<file path="config.mk">
export PLATFORM = sky130hd
export DESIGN_NAME = mdio_master
export DESIGN_NICKNAME = d
export VERILOG_FILES = /design/src/rtl/mdio_pkg.sv /design/src/rtl/mdio_clkgen.sv /design/src/rtl/mdio_frame.sv /design/src/rtl/mdio_regs.sv /design/src/rtl/mdio_master.sv
export SDC_FILE = /design/constraint.sdc
export NUM_CORES = 1
export LEC_CHECK = 0
export BUFFER_PORTS_ARGS = -buffer_cell sky130_fd_sc_hd__buf_2
export CAP_MARGIN = 25
export CORE_MARGIN = 3
export CORE_UTILIZATION = 30
export DETAILED_ROUTE_END_ITERATION = 7
export PLACE_DENSITY_LB_ADDON = 0.1
export SYNTH_ARGS = -nofsm -noshare
export SYNTH_HDL_FRONTEND = slang
export SYNTH_HIERARCHICAL = 1
export SYNTH_SLANG_ARGS = --single-unit
</file>
<file path="constraint.sdc">
create_clock -name clk -period 3.65 [get_ports clk]
set_input_delay 0.73 -clock clk [delete_from_list [all_inputs] [get_ports clk]]
set_output_delay 0.73 -clock clk [all_outputs]
set_load 0.05 [all_outputs]
</file>
<file path="src/rtl/mdio_pkg.sv">
package mdio_pkg;
  localparam int OFS_MODE = 0;
  localparam int OFS_CMD  = 1;
  localparam int OFS_ADDR = 2;
  localparam int OFS_TXD  = 3;
  localparam int OFS_RXD  = 4;
  localparam int OFS_STAT = 5;

  localparam int MODE_NOPRE_BIT  = 8;
  localparam int REGNUM_LSB      = 8;
  localparam int CMD_SCAN_BIT    = 0;
  localparam int CMD_READ_BIT    = 1;
  localparam int CMD_WRITE_BIT   = 2;
  localparam int ST_LINKFAIL_BIT = 0;
  localparam int ST_BUSY_BIT     = 1;
  localparam int ST_INVALID_BIT  = 2;

  localparam int PRE_LEN = 32;

  typedef enum logic [1:0] {SEL_NONE, SEL_WRITE, SEL_READ, SEL_SCAN} cmd_sel_e;

  function automatic cmd_sel_e pick_cmd(input logic [2:0] c);
    if (c[CMD_WRITE_BIT])     return SEL_WRITE;
    else if (c[CMD_READ_BIT]) return SEL_READ;
    else if (c[CMD_SCAN_BIT]) return SEL_SCAN;
    else                      return SEL_NONE;
  endfunction
endpackage

</file>
<file path="src/rtl/mdio_clkgen.sv">
module mdio_clkgen #(
  parameter int DIV_W = 8
) (
  input  logic             clk,
  input  logic             rst,
  input  logic             run,
  input  logic [DIV_W-1:0] divider,
  output logic             mdc,
  output logic             rise,
  output logic             fall
);
  localparam int HALF_W = DIV_W - 1;

  logic [HALF_W-1:0] half_eff;
  logic [HALF_W-1:0] cnt;
  logic              tick;

  always_comb begin
    half_eff = divider[DIV_W-1:1];
    if (half_eff == '0) half_eff = HALF_W'(1);
  end

  assign tick = run && (cnt >= half_eff - HALF_W'(1));
  assign rise = tick && !mdc;
  assign fall = tick && mdc;

  always_ff @(posedge clk) begin
    if (rst || !run) begin
      cnt <= '0;
      mdc <= 1'b0;
    end else if (tick) begin
      cnt <= '0;
      mdc <= ~mdc;
    end else begin
      cnt <= cnt + HALF_W'(1);
    end
  end
endmodule

</file>
<file path="src/rtl/mdio_frame.sv">
module mdio_frame
  import mdio_pkg::*;
#(
  parameter int PHY_W = 5,
  parameter int REG_W = 5,
  parameter int MD_W  = 16
) (
  input  logic             clk,
  input  logic             rst,
  input  logic             start,
  input  logic             is_read,
  input  logic             nopre,
  input  logic [PHY_W-1:0] phy,
  input  logic [REG_W-1:0] regn,
  input  logic [MD_W-1:0]  wdata,
  input  logic             rise,
  input  logic             fall,
  input  logic             mdio_i,
  output logic             active,
  output logic             mdio_o,
  output logic             mdio_oe,
  output logic             done,
  output logic [MD_W-1:0]  rdata
);
  localparam int BODY_W   = 4 + PHY_W + REG_W + 2 + MD_W;
  localparam int TOTAL    = PRE_LEN + BODY_W;
  localparam int POS_W    = $clog2(TOTAL);
  localparam int TA_POS   = PRE_LEN + 4 + PHY_W + REG_W;
  localparam int DATA_POS = TA_POS + 2;

  logic [POS_W-1:0]  pos;
  logic [POS_W-1:0]  nxt;
  logic [BODY_W-1:0] body;
  logic              rd_q;

  assign nxt = pos + POS_W'(1);

  always_ff @(posedge clk) begin
    if (rst) begin
      active  <= 1'b0;
      pos     <= '0;
      body    <= '0;
      rd_q    <= 1'b0;
      mdio_o  <= 1'b0;
      mdio_oe <= 1'b0;
      done    <= 1'b0;
      rdata   <= '0;
    end else begin
      done <= 1'b0;
      if (!active) begin
        if (start) begin
          active  <= 1'b1;
          rd_q    <= is_read;
          pos     <= nopre ? POS_W'(PRE_LEN) : '0;
          body    <= {2'b01, (is_read ? 2'b10 : 2'b01), phy, regn, 2'b10,
                      (is_read ? MD_W'(0) : wdata)};
          mdio_o  <= ~nopre;
          mdio_oe <= 1'b1;
        end
      end else if (fall) begin
        if (pos == POS_W'(TOTAL - 1)) begin
          active  <= 1'b0;
          mdio_o  <= 1'b0;
          mdio_oe <= 1'b0;
          done    <= 1'b1;
        end else begin
          pos <= nxt;
          if (pos >= POS_W'(PRE_LEN)) begin
            body   <= body << 1;
            mdio_o <= body[BODY_W-2];
          end else if (nxt == POS_W'(PRE_LEN)) begin
            mdio_o <= body[BODY_W-1];
          end else begin
            mdio_o <= 1'b1;
          end
          mdio_oe <= !(rd_q && (nxt >= POS_W'(TA_POS)));
        end
      end else if (rise && rd_q && (pos >= POS_W'(DATA_POS))) begin
        rdata <= {rdata[MD_W-2:0], mdio_i};
      end
    end
  end
endmodule

</file>
<file path="src/rtl/mdio_regs.sv">
module mdio_regs
  import mdio_pkg::*;
#(
  parameter int ADDR_W   = 3,
  parameter int DATA_W   = 32,
  parameter int DIV_W    = 8,
  parameter int PHY_W    = 5,
  parameter int REG_W    = 5,
  parameter int MD_W     = 16,
  parameter int SCAN_REG = 1,
  parameter int LINK_BIT = 2
) (
  input  logic              clk,
  input  logic              rst,
  input  logic [ADDR_W-1:0] reg_addr,
  input  logic              reg_we,
  input  logic [DATA_W-1:0] reg_wdata,
  output logic [DATA_W-1:0] reg_rdata,
  output logic [DIV_W-1:0]  div_o,
  output logic              nopre_o,
  output logic              eng_start,
  output logic              eng_read,
  output logic [PHY_W-1:0]  eng_phy,
  output logic [REG_W-1:0]  eng_reg,
  output logic [MD_W-1:0]   eng_wdata,
  input  logic              eng_done,
  input  logic [MD_W-1:0]   eng_rdata,
  output logic              busy_o,
  output logic              invalid_o,
  output logic [2:0]        cmd_o
);
  logic [PHY_W-1:0]  phy_q;
  logic [REG_W-1:0]  reg_q;
  logic [MD_W-1:0]   tx_q;
  logic [MD_W-1:0]   rx_q;
  logic              linkfail_q;
  logic              scanning;
  logic              cmd_hold;
  cmd_sel_e          sel;
  logic              accept;
  logic [DATA_W-1:0] rd_mux;

  assign sel    = pick_cmd(cmd_o);
  assign accept = !busy_o && !cmd_hold && (sel != SEL_NONE);

  always_ff @(posedge clk) begin
    if (rst) begin
      div_o      <= '0;
      nopre_o    <= 1'b0;
      cmd_o      <= '0;
      phy_q      <= '0;
      reg_q      <= '0;
      tx_q       <= '0;
      rx_q       <= '0;
      linkfail_q <= 1'b0;
      scanning   <= 1'b0;
      cmd_hold   <= 1'b0;
      busy_o     <= 1'b0;
      invalid_o  <= 1'b0;
      eng_start  <= 1'b0;
      eng_read   <= 1'b0;
      eng_phy    <= '0;
      eng_reg    <= '0;
      eng_wdata  <= '0;
    end else begin
      eng_start <= 1'b0;
      if (reg_we) begin
        case (reg_addr)
          ADDR_W'(OFS_MODE): begin
            div_o   <= reg_wdata[DIV_W-1:0];
            nopre_o <= reg_wdata[MODE_NOPRE_BIT];
          end
          ADDR_W'(OFS_CMD):  cmd_o <= reg_wdata[2:0];
          ADDR_W'(OFS_ADDR): begin
            phy_q <= reg_wdata[PHY_W-1:0];
            reg_q <= reg_wdata[REGNUM_LSB +: REG_W];
          end
          ADDR_W'(OFS_TXD):  tx_q <= reg_wdata[MD_W-1:0];
          default: ;
        endcase
      end

      if (accept)              cmd_hold <= 1'b1;
      else if (cmd_o == 3'b0)  cmd_hold <= 1'b0;

      if (accept) begin
        busy_o    <= 1'b1;
        eng_start <= 1'b1;
        eng_read  <= (sel != SEL_WRITE);
        eng_phy   <= phy_q;
        eng_reg   <= (sel == SEL_SCAN) ? REG_W'(SCAN_REG) : reg_q;
        eng_wdata <= tx_q;
        scanning  <= (sel == SEL_SCAN);
        invalid_o <= (sel == SEL_SCAN);
      end else if (eng_done) begin
        if (eng_read) rx_q <= eng_rdata;
        if (scanning) begin
          linkfail_q <= ~eng_rdata[LINK_BIT];
          invalid_o  <= 1'b0;
          if (cmd_o[CMD_SCAN_BIT]) begin
            eng_start <= 1'b1;
            eng_phy   <= phy_q;
          end else begin
            busy_o   <= 1'b0;
            scanning <= 1'b0;
          end
        end else begin
          busy_o <= 1'b0;
        end
      end
    end
  end

  always_comb begin
    rd_mux = '0;
    case (reg_addr)
      ADDR_W'(OFS_MODE): begin
        rd_mux[DIV_W-1:0]     = div_o;
        rd_mux[MODE_NOPRE_BIT] = nopre_o;
      end
      ADDR_W'(OFS_CMD):  rd_mux[2:0] = cmd_o;
      ADDR_W'(OFS_ADDR): begin
        rd_mux[PHY_W-1:0]            = phy_q;
        rd_mux[REGNUM_LSB +: REG_W]  = reg_q;
      end
      ADDR_W'(OFS_TXD):  rd_mux[MD_W-1:0] = tx_q;
      ADDR_W'(OFS_RXD):  rd_mux[MD_W-1:0] = rx_q;
      ADDR_W'(OFS_STAT): begin
        rd_mux[ST_LINKFAIL_BIT] = linkfail_q;
        rd_mux[ST_BUSY_BIT]     = busy_o;
        rd_mux[ST_INVALID_BIT]  = invalid_o;
      end
      default: ;
    endcase
  end

  always_ff @(posedge clk) begin
    if (rst) reg_rdata <= '0;
    else     reg_rdata <= rd_mux;
  end
endmodule

</file>
<file path="src/rtl/mdio_master.sv">
module mdio_master
  import mdio_pkg::*;
#(
  parameter int ADDR_W = 3,
  parameter int DATA_W = 32,
  parameter int DIV_W  = 8,
  parameter int PHY_W  = 5,
  parameter int REG_W  = 5,
  parameter int MD_W   = 16
) (
  input  logic              clk,
  input  logic              rst,
  input  logic [ADDR_W-1:0] reg_addr,
  input  logic              reg_we,
  input  logic [DATA_W-1:0] reg_wdata,
  output logic [DATA_W-1:0] reg_rdata,
  output logic              mdc,
  output logic              mdio_o,
  output logic              mdio_oe,
  input  logic              mdio_i
);
  logic [DIV_W-1:0] div_w;
  logic             nopre_w;
  logic             start_w;
  logic             read_w;
  logic [PHY_W-1:0] eng_phy_w;
  logic [REG_W-1:0] eng_reg_w;
  logic [MD_W-1:0]  eng_wd_w;
  logic             done_w;
  logic [MD_W-1:0]  eng_rd_w;
  logic             busy_w;
  logic             invalid_w;
  logic [2:0]       cmd_w;
  logic             run_w;
  logic             rise_w;
  logic             fall_w;

  mdio_regs #(
    .ADDR_W(ADDR_W), .DATA_W(DATA_W), .DIV_W(DIV_W),
    .PHY_W(PHY_W), .REG_W(REG_W), .MD_W(MD_W)
  ) u_regs (
    .clk(clk), .rst(rst),
    .reg_addr(reg_addr), .reg_we(reg_we), .reg_wdata(reg_wdata), .reg_rdata(reg_rdata),
    .div_o(div_w), .nopre_o(nopre_w),
    .eng_start(start_w), .eng_read(read_w), .eng_phy(eng_phy_w), .eng_reg(eng_reg_w),
    .eng_wdata(eng_wd_w), .eng_done(done_w), .eng_rdata(eng_rd_w),
    .busy_o(busy_w), .invalid_o(invalid_w), .cmd_o(cmd_w)
  );

  mdio_clkgen #(.DIV_W(DIV_W)) u_clk (
    .clk(clk), .rst(rst), .run(run_w), .divider(div_w),
    .mdc(mdc), .rise(rise_w), .fall(fall_w)
  );

  mdio_frame #(.PHY_W(PHY_W), .REG_W(REG_W), .MD_W(MD_W)) u_frame (
    .clk(clk), .rst(rst), .start(start_w), .is_read(read_w), .nopre(nopre_w),
    .phy(eng_phy_w), .regn(eng_reg_w), .wdata(eng_wd_w),
    .rise(rise_w), .fall(fall_w), .mdio_i(mdio_i),
    .active(run_w), .mdio_o(mdio_o), .mdio_oe(mdio_oe),
    .done(done_w), .rdata(eng_rd_w)
  );
endmodule

</file>
==> summary.md <==
| Metric | Value |
|---|---|
| Minimum clock period | `3420 ps` |
| Hold_ws | `453 ps` |
| Initial Utilization | `30.7%` |
| CTS tree | `yes` |
| Internal power | `2930 uW` |
| Die area | `28000 um2` |
| Routed len/inst | `16.5 um` |
| Top_reg_cell synth | `dfxtp_1` |
| Die Wd | `167 um` |
| Leak Pwr | `0.00312 uW` |
| Setup Viol. Count Final | `0` |
| Clock skew | `15.3 ps` |
| Post-synthesis sequential area ratio | `43.6%` |
| GRT Total Usage | `14.3%` |
| Core ar. | `25400 um2` |
| Final hold violations | `0` |
| Crit path kind | `register to register` |
| Largest register FFs | `32` |
| Number of synthesized register bits | `170` |
| Mapped cell area | `7800 um2` |
| Fin. max-slew vios | `0` |
| GPL Wtd Cong | `0.720` |
| Vias per cell | `4.83` |
| Final setup TNS | `0 ps` |
| Hold path depth | `2` |
| Cell total after placement | `1202` |
| Num rows | `58` |
| Hold_buf cts | `0` |
| DRC viols | `0` |
| Max-slew headroom | `48.6%` |
| Largest fanout on the critical path | `8` |
| YS warnings | `6` |
| N_diodes | `0` |
| Switching power | `1170 uW` |
| Post-synthesis instance total | `859` |
| Commonest non-fill, non-tap cell in the layout | `dfxtp_1` |
| Clk_lat worst skew | `440 ps` |
| Slowest cell on crit path | `or3_4` |
| Number of global-route vias before repair | `5755` |
| Final nets | `955` |
| Pwr/cell area | `449 nW/um2` |
| Synth cell types | `68` |
| Die height | `167 um` |
| Reg-to-reg endpoint | `u_frame/rdata[0]$_SDFFE_PP0P_` |
| Num CTS Buffers | `17` |
| Worst path required time | `3950 ps` |
| Hold Crit Start | `u_regs/div_o[0]$_SDFFE_PP0P_` |
| Async set or reset register ratio after synthesis | `0%` |
| Fraction of layout instances using a drive strength above 1 | `20.0%` |
| Initial antenna violation count | `0` |
| Max-cap violations | `0` |
| Place WS | `-189 ps` |
| Detailed Place HPWL | `13.6 mm` |
| Sequential share of power | `46.6%` |
| Status | `completed` |
| Critical Path Sink Type | `register` |
| Most frequent cells in the layout | `dfxtp_1 (170), nand2_1 (98), a21oi_1 (79), nor2_1 (70), mux2i_1 (53)` |
| Clock Power Share | `44.7%` |
| Largest Register | `u_frame/body` |
| Synthesis-to-layout area growth | `17.2%` |
| R2r setup slk | `230 ps` |
| Largest stage delay on the critical path | `400 ps` |
| Startpoint Class | `register` |
| Combinational Power Share | `8.7%` |
| Final period util | `93.6%` |
| CTS sink count | `170` |
| Critical Path AT | `3710 ps` |
| Root Buffer Master | `clkbuf_16` |
| # H-tree levels | `4` |
| Antenna Nets Post-Route | `0` |
| Via count | `6013` |
| Maximum clock frequency | `0.293 GHz` |
| Worst IR Drop VDD | `0.000231 V` |
| Maximum buffer depth of the clock tree | `2` |
| Crit path cell chain | `or3_4 > nor4_4 > nor2_2 > ha_2 > or3b_1 > xor2_1 > ha_1 > nand3_2 > and2_1 > o21a_1 > nor3_2 > buf_4 > nand4_2 > nor3_4 > buf_12 > clkbuf_16 > mux2i_1 > nor2_1` |
| Hold crit path type | `register to register` |
| Sw Share | `28.4%` |
| Largest net degree at the start of global routing | `82` |
| Hold Path End | `u_regs/div_o[0]$_SDFFE_PP0P_` |
| CTS clk-pin slew, worst paths | `80 ps` |
| Post-synth EDFFs | `0` |
| First DRT Iteration DRCs | `349` |
| PortBufs | `41` |
| First-pass GRT wire length | `32.4 mm` |
| Slew @ Worst Pin | `760 ps` |
| Fill cell count | `2635` |
| Final worst slack | `234 ps` |
| Syn Area/Cell | `9.08 um2` |
| Final Routed Wirelength | `20.5 mm` |
| RSZ-0062 raised after global routing | `yes` |
| RR Startpoint | `u_regs/div_o[3]$_SDFFE_PP0P_` |
| R2R cell count | `18` |
| GR Overflow Total | `0` |
| Drt pass-1 iters | `5` |
| Non-Filler Instances | `1246` |
| Num ports | `74` |
[cell families (layout without fill, tap and decap cells)]
family	after synthesis	after routing	synth area share, %
other	1	16	0.0481
and+or+nand+nor	315	315	20.4
adders and majority gates	13	13	2.09
DFF	170	170	43.6
muxes	67	67	8.82
buffers and inverters	88	130	6.37
xor gates and xnor gates	11	11	1.24
AOI/OAI and AO/OA	194	194	17.4
[how the worst max path moves through the flow]
| stage | from | endpoint | slack (ps) | cells after the start |
|---|---|---|---|---|
| 2_1_floorplan | u_regs/div_o[3]$_SDFFE_PP0P_ | u_frame/rdata[3]$_SDFFE_PP0P_ | 290 | 16 |
| 3_3_place_gp | u_regs/div_o[3]$_SDFFE_PP0P_ | u_frame/body[24]$_SDFFE_PP0P_ | -140 | 16 |
| 5_1_grt | u_regs/div_o[3]$_SDFFE_PP0P_ | u_frame/rdata[2]$_SDFFE_PP0P_ | -40 | 18 |
| 6_report | u_regs/div_o[3]$_SDFFE_PP0P_ | u_frame/rdata[0]$_SDFFE_PP0P_ | 230 | 18 |
| 4_1_cts | u_regs/div_o[3]$_SDFFE_PP0P_ | u_frame/body[22]$_SDFFE_PP0P_ | 10 | 16 |
| 3_5_place_dp | u_regs/div_o[3]$_SDFFE_PP0P_ | u_frame/body[22]$_SDFFE_PP0P_ | -190 | 16 |
[stage by stage]
stage	instance area [um2]	utilization, %	power (uW)
after global routing	9140	36.0	4260
final	9140	36.0	4100
after global placement	8340	32.8	2290
after floorplan	7860	-	2210
after CTS	8950	35.2	4150
after detailed placement	8340	32.8	2290
[power groups by stage]
stage	clock, uW	sequential (uW)	combinational, uW
after CTS	1900	1910	340
after detailed placement	0	1950	336
final	1830	1910	357
after floorplan	0	1960	247
after global routing	1960	1910	389
after global placement	0	1950	337
[routing by layer]
metal	vias up	routed length, um	GRT usage [%]
met5	-	0	0
met4	0	253	3.20
met3	11	646	2.76
met2	91	9080	21.7
met1	2829	10500	21.1
li1	3082	-	-
[critical path: cells and delay by family, from the launching register on]
kind | cells | cell delay, ps
multiplexers | 1 | 180
XOR/XNOR | 1 | 70
AO/OA/AOI/OAI | 1 | 150
flip-flops | 1 | 320
adder cells (fa/ha/maj) | 2 | 550
buffers and inverters | 3 | 460
AND/OR/NAND/NOR | 10 | 1560
[cells in the mapped netlist, types with 7 or more instances]
master | n | area share (%)
nor2_1 | 72 | 3.5
buf_2 | 11 | 0.71
buf_4 | 18 | 1.7
mux2_2 | 14 | 2.0
mux2i_1 | 53 | 6.8
nand2_1 | 98 | 4.7
nor2b_1 | 9 | 0.72
inv_1 | 9 | 0.43
clkbuf_1 | 36 | 1.7
a211oi_2 | 20 | 3.2
a22oi_1 | 22 | 2.1
nand3_1 | 40 | 2.6
nor3_1 | 9 | 0.58
buf_6 | 7 | 1.0
ha_1 | 13 | 2.1
a21oi_1 | 80 | 5.1
nand2b_1 | 43 | 3.4
o21ai_0 | 23 | 1.5
a211oi_1 | 10 | 0.96
dfxtp_1 | 170 | 44
[area by class of cell]
type	instances	area, um2	area share (%)
Timing Repair Buffer	88	657	7.19
Clock buffer	17	425	4.65
Tap cell	330	413	4.52
Sequential cell	170	3400	37.2
Inverter	10	37.5	0.411
Clock inverter	15	176	1.93
Multi-Input combinational cell	616	4030	44.1
[repair_timing]
action	CTS	global route
cloned	0	2
pin swaps	0	1
buffers inserted	0	9
setup endpoints to repair	33	55
resized for setup	2	11
Note: power is estimated with default switching activity, not from simulation.
